[src/rtl/dmul_pkg.sv]
package dmul_pkg;

    typedef enum logic {
        ST_WATCH = 1'b0,
        ST_DONE  = 1'b1
    } dmul_st_e;

    typedef struct packed {
        dmul_st_e   st;
        logic       sel;
        logic [1:0] flt;
        logic       unres;
    } dmul_diag_s;

    localparam dmul_diag_s DIAG_IDLE = '{st: ST_WATCH, sel: 1'b0, flt: 2'b00, unres: 1'b0};

endpackage

[src/rtl/dmul_copy.sv]
module dmul_copy #(
    parameter  int W  = 8,
    localparam int PW = 2 * W,
    localparam int XW = W + 1,
    localparam int RW = 2 * XW,
    localparam int BW = $clog2(RW)
) (
    input  logic [W-1:0]  a_i,
    input  logic [W-1:0]  b_i,
    input  logic          recheck_i,
    input  logic [PW-1:0] samp_i,
    input  logic          flt_en_i,
    input  logic [BW-1:0] flt_bit_i,
    input  logic          flt_val_i,
    output logic [PW-1:0] prod_o,
    output logic          bad_o
);

    logic [XW-1:0] oa;
    logic [XW-1:0] ob;
    logic [RW-1:0] raw;
    logic [RW-1:0] raw_f;
    logic [PW-1:0] rec;

    // operand encoder: normal or doubled
    always_comb begin
        if (recheck_i) begin
            oa = {a_i, 1'b0};
            ob = {b_i, 1'b0};
        end else begin
            oa = {1'b0, a_i};
            ob = {1'b0, b_i};
        end
    end

    assign raw = RW'(oa) * RW'(ob);

    // permanent-fault emulation on one raw product node
    for (genvar k = 0; k < RW; k++) begin : g_node
        assign raw_f[k] = (flt_en_i && (flt_bit_i == BW'(k))) ? flt_val_i : raw[k];
    end

    assign prod_o = raw_f[PW-1:0];
    assign rec    = raw_f[RW-1:2];
    assign bad_o  = recheck_i && (rec != samp_i);

endmodule

[src/rtl/dmul_diag.sv]
module dmul_diag
    import dmul_pkg::*;
(
    input  logic       clk,
    input  logic       rst_n,
    input  logic       mis_i,
    input  logic [1:0] bad_i,
    input  logic       clr_i,
    output logic       hold_o,
    output logic       sel_o,
    output logic [1:0] flt_o,
    output logic       unres_o
);

    dmul_diag_s dg_d;
    dmul_diag_s dg_q;
    logic       hold;

    always_comb begin
        hold = (dg_q.st == ST_WATCH) && mis_i;
        dg_d = dg_q;
        if (clr_i) begin
            dg_d = DIAG_IDLE;
        end else if (hold) begin
            dg_d.st    = ST_DONE;
            dg_d.flt   = bad_i;
            dg_d.unres = (bad_i[0] == bad_i[1]);
            dg_d.sel   = (bad_i == 2'b01);
        end
    end

    always_ff @(posedge clk or negedge rst_n) begin
        if (!rst_n) dg_q <= DIAG_IDLE;
        else        dg_q <= dg_d;
    end

    assign hold_o  = hold;
    assign sel_o   = dg_q.sel;
    assign flt_o   = dg_q.flt;
    assign unres_o = dg_q.unres;


    a_r2_no_stall_on_agree: assert property (@(posedge clk) disable iff (!rst_n)
        !mis_i |-> !hold_o);

    a_r3_single_stall: assert property (@(posedge clk) disable iff (!rst_n)
        (hold_o && !clr_i) |=> !hold_o);

    a_r7_no_rediag: assert property (@(posedge clk) disable iff (!rst_n)
        (dg_q.st == ST_DONE && !clr_i) |=> !hold_o);

    a_r8_unres_keeps_default: assert property (@(posedge clk) disable iff (!rst_n)
        unres_o |-> !sel_o);

    a_r9_clear_restores: assert property (@(posedge clk) disable iff (!rst_n)
        clr_i |=> (flt_o == 2'b00 && !unres_o && !sel_o));

    a_r7_flags_sticky: assert property (@(posedge clk) disable iff (!rst_n)
        (dg_q.st == ST_DONE && !clr_i) |=> $stable(flt_o));

endmodule

[src/rtl/dmul_vote.sv]
module dmul_vote #(
    parameter int PW = 16
) (
    input  logic          clk,
    input  logic          rst_n,
    input  logic          load_i,
    input  logic [PW-1:0] s0_i,
    input  logic [PW-1:0] s1_i,
    input  logic          sel_i,
    output logic [PW-1:0] prod_o
);

    typedef struct packed {
        logic [PW-1:0] t0;
        logic [PW-1:0] t1;
        logic [PW-1:0] t2;
    } slots_s;

    slots_s tr_d;
    slots_s tr_q;

    always_comb begin
        tr_d = tr_q;
        if (load_i) begin
            tr_d.t0 = s0_i;
            tr_d.t1 = s1_i;
            tr_d.t2 = sel_i ? s1_i : s0_i;
        end
    end

    always_ff @(posedge clk or negedge rst_n) begin
        if (!rst_n) tr_q <= '0;
        else        tr_q <= tr_d;
    end

    assign prod_o = (tr_q.t0 & tr_q.t1) | (tr_q.t0 & tr_q.t2) | (tr_q.t1 & tr_q.t2);


    a_r10_pair_wins: assert property (@(posedge clk) disable iff (!rst_n)
        (tr_q.t1 == tr_q.t2) |-> (prod_o == tr_q.t1));

endmodule

[src/rtl/dup_mult_guard.sv]
module dup_mult_guard #(
    parameter  int W  = 8,
    localparam int PW = 2 * W,
    localparam int BW = $clog2(2 * W + 2)
) (
    input  logic          clk,
    input  logic          rst_n,
    input  logic [W-1:0]  a_i,
    input  logic [W-1:0]  b_i,
    input  logic          clr_i,
    input  logic [1:0]    emu_flt_en_i,
    input  logic [BW-1:0] emu_flt_bit_i,
    input  logic [1:0]    emu_flt_val_i,
    output logic [PW-1:0] prod_o,
    output logic          hold_o,
    output logic [1:0]    flt_o,
    output logic          unres_o
);

    typedef struct packed {
        logic [W-1:0]  opa;
        logic [W-1:0]  opb;
        logic [PW-1:0] s0;
        logic [PW-1:0] s1;
    } smp_s;

    smp_s          sr_d;
    smp_s          sr_q;
    logic          hold;
    logic          mis;
    logic          sel;
    logic [W-1:0]  mul_a;
    logic [W-1:0]  mul_b;
    logic [PW-1:0] cp   [2];
    logic [PW-1:0] smp  [2];
    logic [1:0]    bad;

    assign smp[0] = sr_q.s0;
    assign smp[1] = sr_q.s1;
    assign mis    = (sr_q.s0 != sr_q.s1);

    // during diagnosis the copies see the stored pair
    assign mul_a = hold ? sr_q.opa : a_i;
    assign mul_b = hold ? sr_q.opb : b_i;

    for (genvar g = 0; g < 2; g++) begin : g_copy
        dmul_copy #(.W(W)) u_copy (
            .a_i       (mul_a),
            .b_i       (mul_b),
            .recheck_i (hold),
            .samp_i    (smp[g]),
            .flt_en_i  (emu_flt_en_i[g]),
            .flt_bit_i (emu_flt_bit_i),
            .flt_val_i (emu_flt_val_i[g]),
            .prod_o    (cp[g]),
            .bad_o     (bad[g])
        );
    end

    always_comb begin
        sr_d = sr_q;
        if (!hold) begin
            sr_d.opa = a_i;
            sr_d.opb = b_i;
            sr_d.s0  = cp[0];
            sr_d.s1  = cp[1];
        end
    end

    always_ff @(posedge clk or negedge rst_n) begin
        if (!rst_n) sr_q <= '0;
        else        sr_q <= sr_d;
    end

    dmul_diag u_diag (
        .clk     (clk),
        .rst_n   (rst_n),
        .mis_i   (mis),
        .bad_i   (bad),
        .clr_i   (clr_i),
        .hold_o  (hold),
        .sel_o   (sel),
        .flt_o   (flt_o),
        .unres_o (unres_o)
    );

    dmul_vote #(.PW(PW)) u_vote (
        .clk    (clk),
        .rst_n  (rst_n),
        .load_i (!hold),
        .s0_i   (sr_q.s0),
        .s1_i   (sr_q.s1),
        .sel_i  (sel),
        .prod_o (prod_o)
    );

    assign hold_o = hold;


    a_r4_output_held: assert property (@(posedge clk) disable iff (!rst_n)
        hold_o |=> $stable(prod_o));

    a_r3_samples_kept: assert property (@(posedge clk) disable iff (!rst_n)
        hold_o |=> ($stable(sr_q.s0) && $stable(sr_q.s1)));

endmodule

[config.mk]
export PLATFORM = sky130hd
export DESIGN_NAME = dup_mult_guard
export DESIGN_NICKNAME = d
export VERILOG_FILES = /design/src/rtl/dmul_pkg.sv /design/src/rtl/dmul_copy.sv /design/src/rtl/dmul_diag.sv /design/src/rtl/dmul_vote.sv /design/src/rtl/dup_mult_guard.sv
export SDC_FILE = /design/constraint.sdc
export NUM_CORES = 1
export LEC_CHECK = 0
export BUFFER_PORTS_ARGS = -buffer_cell sky130_fd_sc_hd__buf_2
export CAP_MARGIN = 20
export CORE_MARGIN = 5
export CORE_UTILIZATION = 56
export CTS_BUF_LIST = sky130_fd_sc_hd__clkbuf_16
export CTS_CLUSTER_DIAMETER = 200
export DETAILED_ROUTE_END_ITERATION = 8
export GPL_ROUTABILITY_DRIVEN = 0
export PLACE_DENSITY = 0.74
export SLEW_MARGIN = 20
export SYNTH_ARGS = -nofsm -noshare
export SYNTH_HDL_FRONTEND = slang
export SYNTH_SLANG_ARGS = --single-unit
[constraint.sdc]
create_clock -name clk -period 15.2 [get_ports clk]
set_input_delay 3.8 -clock clk [delete_from_list [all_inputs] [get_ports clk]]
set_output_delay 3.8 -clock clk [all_outputs]
set_load 0.02 [all_outputs]
==> results of run 1 <==
critical path, delay by kind of cell:
kind | cells | cell delay (ns)
fa+ha+maj | 6 | 2.35
compound gates | 5 | 1.66
buf+inv | 4 | 0.25
simple gates | 7 | 1.26
cells by family after synthesis:
kind of cell | share of synthesized area [%]
compound gates | 15.5
xor+xnor | 4.13
fa+ha+maj | 17.4
buf+inv | 6.96
flops | 26.7
mux | 4.28
other cells | 0.0396
simple gates | 25.0
path summary, 6_finish.rpt:
path	from	end	cells past startpoint
setup / recovery	b_i[0]	u_diag.unres_o	22
hold / removal	u_vote.tr_q[26]	u_vote.tr_q[26]	2
setup reg to reg	smp[9]	u_diag.unres_o	24
hold reg to reg	u_vote.tr_q[26]	u_vote.tr_q[26]	2
max in group asynchronous	rst_n	sr_q[39]	2
min in group asynchronous	rst_n	u_vote.tr_q[21]	1
layout make-up:
type	instances	area (um^2)
fillers	1494	6630
multi-input cells	901	6300
flip-flops and latches	101	2530
inverters	73	277
well taps	220	275
repair buffers	50	260
clock buffers	9	225
clock inverters	7	85.1
stage by stage:
stage | hold WS, ns | util, %
global route | 0.493 | 60.0
floorplan | 0.441 | -
global placement | 0.455 | 58.1
detailed placement | 0.459 | 58.1
CTS | 0.478 | 60.0
finish | 0.474 | 60.0
routing by layer:
layer	vias to the layer above	part of all wire (%)
met2	407	44
met5	-	0
li1	3979	-
met4	0	2.9
met3	58	9.0
met1	4084	44
state kept, by name, summed over array words and instances (netlist names):
name            cells
smp                32
sr_q               16
u_diag.dg_q         1
u_diag.flt_o        2
u_diag.sel_o        1
u_diag.unres_o      1
u_vote.tr_q        48
Yosys cell counts (all sizes together), types with 6 or more instances:
| library cell | count | share of area (%) |
|---|---|---|
| a21oi | 38 | 2.0 |
| nand3b | 12 | 0.95 |
| nand2 | 217 | 8.6 |
| nand3 | 38 | 2.0 |
| clkbuf | 78 | 3.1 |
| nand2b | 8 | 0.53 |
| a211oi | 10 | 0.84 |
| nor2b | 6 | 0.40 |
| o21a | 10 | 0.79 |
| maj3 | 16 | 1.7 |
| o21ai | 55 | 2.9 |
| mux2i | 36 | 3.8 |
| a31oi | 46 | 3.0 |
| fa | 50 | 11 |
| nor3b | 7 | 0.71 |
| nor4 | 12 | 0.86 |
| nor2 | 68 | 2.7 |
| dfrtp | 101 | 27 |
| ha | 39 | 5.1 |
| or2 | 7 | 0.46 |
| nand4 | 8 | 0.53 |
| o2111ai | 9 | 0.83 |
| o211ai | 7 | 0.55 |
| inv | 73 | 2.9 |
| and2 | 7 | 0.46 |
| nor3 | 16 | 0.90 |
| and3 | 63 | 4.2 |
| xor2 | 25 | 2.3 |
| buf | 19 | 0.98 |
| xnor2 | 17 | 1.6 |
power breakdown:
| part | total, uW | leakage (uW) | switching [uW] | internal, uW |
|---|---|---|---|---|
| sequential | 466 | 0.00123 | 121 | 345 |
| combinational | 1040 | 0.00322 | 622 | 418 |
| clock | 240 | 0.000147 | 122 | 118 |
| total | 1750 | 0.00460 | 865 | 882 |
==> reports/results.md, run 1 <==
Setup path
- data required time at the worst endpoint: 15.45 ns
- maximum net fanout on the critical path: 8
- type of the worst setup path: input pin to flip-flop
- reg2reg setup slack: 6.73 ns
- Max stage delay cell, worst path: fa_1
- Worst setup EP type: flip-flop
- critical path, cell by cell: buf_2 > and2_1 > nand2_1 > fa_1 > fa_1 > inv_1 > ha_1 > inv_1 > fa_1 > inv_1 > ha_1 > a211oi_2 > o21a_1 > nor2_1 > nor4b_1 > nor4_1 > a2111oi_1 > nand4_1 > o31ai_1 > ha_1 > nand2_1 > a21oi_1
- Worst Setup Start Kind: input pin
- Largest stage delay, worst path: 0.52 ns
- Arr. time, crit path: 9.31 ns

CTS
- Root Buffer Master: clkbuf_16
- insertion delay of the later-clocked pin in the worst-skew pair: 0.37 ns
- Setup Buffers After CTS: 0
- H-tree level count: 3
- number of instances resized during post-cts repair: 0
- CTS sink cnt: 101
- TritonCTS clock tree: yes
- largest buffer count on any clock path: 2
- number of hold-repair buffers added at the cts stage: 0
- clock transition time at the flip-flop clock pins of the worst setup and hold paths: 0.08 ns
- number of CTS-inserted buffers: 9

GRT
- met1 Use GR: 39.3%
- via count of the first global-routing pass: 8017
- overall routing resource usage: 26.4%
- antenna violations before repair: 0
- GRT Residual Overflow: 0
- grt met2 use: 38.7%
- first-pass GRT wire length: 42300 um
- GR Util met3: 5.18%
- most congested layer reported by global routing: met1
- maximum number of pins on one net before global-route repair: 102

Placement
- minimum setup slack after placement: 5.84 ns
- IO Port Bufs: 47
- HPWL after DPL: 19100 um
- post-placement cell count: 1345
- cell area after placement: 0.00964 mm^2

Drt
- routed wirelength normalized by instance count: 18.9 um
- drt first pass iters: 5
- final antenna-violating net count: 0
- detailed-route vias per instance: 6.27
- DRC Markers: 0
- overall routed net length: 25700 um
- routed via count: 8528
- initial drt markers: 966

Synth
- post-synthesis register bit count: 101
- async set or reset register ratio after synthesis: 100%
- dominant register cell in the synthesized netlist: dfrtp_1
- YS warnings: 0
- Post-Synthesis Cell Area: 0.00948 mm^2
- number of standard cells after synthesis: 1171
- number of library cell types mapped by synthesis: 80
- synthesized area per cell: 8.09 um^2
- number of flops mapped to enable cells by yosys: 0
- portion of the post-synthesis area used by sequential elements: 26.7%

Timing
- RSZ-0062 raised after global routing: no
- part of the cycle the worst path needs: 59.6%
- Post-Route Skew: 0.00892 ns
- Max-slew headroom: 32.2%
- Min Clock Period, post-route: 9.06 ns
- Final TNS setup: 0 ns
- count of final setup violators: 0
- slew at the pin closest to its max-slew limit: 1.02 ns
- total count of max-transition violations in the final report: 0
- Final Hold Violating Endpoints: 0
- setup slack of the critical path after layout: 6.14 ns
- highest attainable clock frequency: 110 MHz

Die
- floorplan die width: 140 um
- DIE AREA: 0.0196 mm^2
- count of pins on the block boundary: 48
- number of rows in the core area: 47
- total core area: 0.0166 mm^2
- die boundary height: 140 um
- initial standard-cell utilization of the core: 57.1%

Layout
- number of nets in the layout: 1253
- ratio of cells with drive above 1 in the final layout: 7.62%
- cell area after layout: 0.00995 mm^2
- leading cell type in the layout, fill and taps excluded: nand2_1
- area growth from synthesis to layout: 5.00%
- number of diodes added for antenna fixing: 0
- most used cells in the layout excluding fill and tap cells: nand2_1 (217), dfrtp_1 (101), inv_1 (72)
- Final Non-Filler Cells: 1361

Job
- max-cap violation count: 0

Pwr
- leakage power: 0.00460 uW
- Tot Pwr: 1750 uW
- maximum VDD drop: 0.000113 V
- pwr/cell area: 176 mW/mm^2

Run status
- result of the run: finished, final reports clean

Worst hold path
- Worst Hold Class: flip-flop to flip-flop

(Power assumes the default switching activity.)
==> run 2, diff against run 1 <==
--- a/config.mk
+++ b/config.mk
@@ -5,6 +5,7 @@
 export SDC_FILE = /design/constraint.sdc
 export NUM_CORES = 1
 export LEC_CHECK = 0
+export ABC_AREA = 1
 export BUFFER_PORTS_ARGS = -buffer_cell sky130_fd_sc_hd__buf_2
 export CAP_MARGIN = 20
 export CORE_MARGIN = 5
==> constraint.sdc (replaced) <==
create_clock -name clk -period 8.8 [get_ports clk]
set_input_delay 2.2 -clock clk [delete_from_list [all_inputs] [get_ports clk]]
set_output_delay 2.2 -clock clk [all_outputs]
set_load 0.02 [all_outputs]
==> reports/results.md, run 2 <==
Run status
- result of the run: finished, final reports clean

Layout
- leading cell type in the layout, fill and taps excluded: nand2_1
- area growth from synthesis to layout: 6.95%
- top register by number of flip-flops: u_vote.tr_q
- number of nets in the layout: 1329
- most used cells in the layout excluding fill and tap cells: nand2_1 (379), inv_1 (179), nand3_1 (111)
- Final Non-Filler Cells: 1405
- flip-flop count of the largest register after layout: 48
- ratio of cells with drive above 1 in the final layout: 7.31%
- number of diodes added for antenna fixing: 0

Synth
- area share of the leading cell type in the synthesized netlist: 29.6%
- most frequently used cell type in the post-synthesis netlist: nand2_1
- post-synthesis register bit count: 101
- main area contributors after synthesis: dfrtp_1 (30%), nand2_1 (17%), fa_1 (12%), inv_1 (7.9%), nand3_1 (6.5%)
- cell taking the most area after synthesis: dfrtp_1
- number of library cell types mapped by synthesis: 36
- number of flops mapped to enable cells by yosys: 0
- synthesized area per cell: 7.16 um^2
- async set or reset register ratio after synthesis: 100%
- Post-Synthesis Cell Area: 0.00854 mm^2
- dominant register cell in the synthesized netlist: dfrtp_1
- ranking of synthesized cells by instance count: nand2_1 (379), inv_1 (179), nand3_1 (111)
- YS warnings: 0
- number of standard cells after synthesis: 1193
- portion of the post-synthesis area used by sequential elements: 29.6%

GRT
- first-pass GRT wire length: 37300 um
- via count of the first global-routing pass: 7263
- maximum number of pins on one net before global-route repair: 104
- GRT Residual Overflow: 0
- antenna violations before repair: 0
- overall routing resource usage: 26.2%

Setup path
- Critical R2R Launch: smp[29]
- maximum net fanout on the critical path: 66
- Worst Setup Start Kind: flip-flop
- reg2reg setup slack: 1.55 ns
- data required time at the worst endpoint: 9.04 ns
- Max stage delay cell, worst path: a21oi_4
- worst reg2reg endpoint: u_diag.unres_o
- type of the worst setup path: flip-flop to flip-flop
- Arr. time, crit path: 7.49 ns
- Largest stage delay, worst path: 0.80 ns
- Most Frequent Cell on Critical Path: nand2_1
- depth of the worst register-to-register path: 30
- Worst setup EP type: flip-flop

Timing
- total count of max-transition violations in the final report: 0
- Max-slew headroom: 32.5%
- setup slack of the critical path after layout: 1.55 ns
- count of final setup violators: 0
- part of the cycle the worst path needs: 82.3%
- RSZ-0062 raised after global routing: no
- slew at the pin closest to its max-slew limit: 1.01 ns
- Post-Route Skew: 0.00827 ns
- Min Clock Period, post-route: 7.25 ns
- Final TNS setup: 0 ns
- highest attainable clock frequency: 138 MHz
- Final Hold Violating Endpoints: 0

Drt
- routed wirelength normalized by instance count: 15.9 um
- detailed-route vias per instance: 5.52
- initial drt markers: 763
- final antenna-violating net count: 0
- routed via count: 7760
- overall routed net length: 22400 um
- drt first pass iters: 8
- DRC Markers: 0

Worst hold path
- worst min-delay path startpoint: u_diag.flt_o[0]
- worst hold stages: 2
- Worst Hold Class: flip-flop to flip-flop
- hold endpoint: u_diag.flt_o[0]

CTS
- largest buffer count on any clock path: 2
- H-tree level count: 3
- Root Buffer Master: clkbuf_16
- Setup Buffers After CTS: 0
- number of hold-repair buffers added at the cts stage: 0
- number of instances resized during post-cts repair: 0
- insertion delay of the later-clocked pin in the worst-skew pair: 0.36 ns
- clock transition time at the flip-flop clock pins of the worst setup and hold paths: 0.07 ns
- number of CTS-inserted buffers: 9
- TritonCTS clock tree: yes
- CTS sink cnt: 101

Pwr
- pwr/cell area: 370 mW/mm^2
- maximum VDD drop: 0.000219 V
- leakage power: 0.00466 uW

Die
- number of rows in the core area: 45
- die boundary height: 133 um
- DIE AREA: 0.0178 mm^2
- floorplan die width: 133 um
- count of pins on the block boundary: 48
- initial standard-cell utilization of the core: 56.6%
- total core area: 0.0151 mm^2

Placement
- post-placement cell count: 1389
- IO Port Bufs: 47
- minimum setup slack after placement: 1.51 ns
- HPWL after DPL: 17900 um

Job
- max-cap violation count: 0

-- run 2: changes by cell type after synthesis, moves of 20 or more --
cell	delta
xor2_1	-20
nand3_1	+73
and3_1	-63
inv_1	+107
clkbuf_1	-64
mux2i_1	-36
o21ai_0	+58
a31oi_1	-43
a21oi_1	-25
nand2_1	+162
-- run 2: kinds of logic after synthesis --
family / synth area share (%)
AO/OA/AOI/OAI: 9.51
other: 0.0439
buffers and inverters: 10.9
flip-flops: 29.6
XOR/XNOR: 1.33
AND/OR/NAND/NOR: 29.4
adder cells (fa/ha/maj): 19.2
-- run 2: final cells by class --
class / count / area, um^2
Sequential cell: 101 / 2530
Tap cell: 188 / 235
Multi-Input combinational cell: 865 / 5090
Inverter: 185 / 694
Timing Repair Buffer: 50 / 260
Clock buffer: 9 / 225
Fill cell: 1444 / 5960
Clock inverter: 7 / 96.3
-- run 2: how the worst max path moves through the flow --
| stage | endpoint | slack [ns] | start | cells past startpoint |
|---|---|---|---|---|
| after floorplan | u_diag.unres_o | 2.26 | b_i[3] | 25 |
| after global placement | u_diag.unres_o | 1.55 | a_i[3] | 27 |
| after detailed placement | u_diag.unres_o | 1.51 | a_i[3] | 27 |
| after CTS | u_diag.unres_o | 1.63 | smp[29] | 30 |
| after global routing | u_diag.unres_o | 1.21 | smp[29] | 30 |
| final | u_diag.unres_o | 1.55 | smp[29] | 30 |
-- run 2: stage by stage --
stage / cell area [um^2] / util (%) / hold slack [ns] / power (uW)
after floorplan: 8540 / - / 0.447 / 2350
after global placement: 8810 / 58.4 / 0.460 / 2870
after detailed placement: 8810 / 58.4 / 0.472 / 2910
after CTS: 9130 / 60.5 / 0.491 / 3350
after global routing: 9130 / 60.5 / 0.504 / 3740
final: 9130 / 60.5 / 0.483 / 3380
-- run 2: report_power, final --
part / switching (uW) / internal (uW)
logic: 1430 / 766
clock network: 185 / 251
registers: 121 / 621
total: 1740 / 1640
-- run 2: critical path, delay by kind of cell, from the launching register on --
kind            cells  cell delay [ns]
xor+xnor            1             0.19
buf+inv             3             0.72
fa+ha+maj           6             2.57
simple gates       15             1.75
compound gates      5             1.41
flops               1             0.44
-- run 2: metal layers --
layer  track usage (%)  vias up  wire length (um)  share of wire, %
met4              10.5        0               881               3.9
li1                  -     3817                 -                 -
met3              4.95       45              1810               8.1
met1              38.0     3573             10100                45
met2              38.7      325              9540                43
met5                 0        -                 0                 0
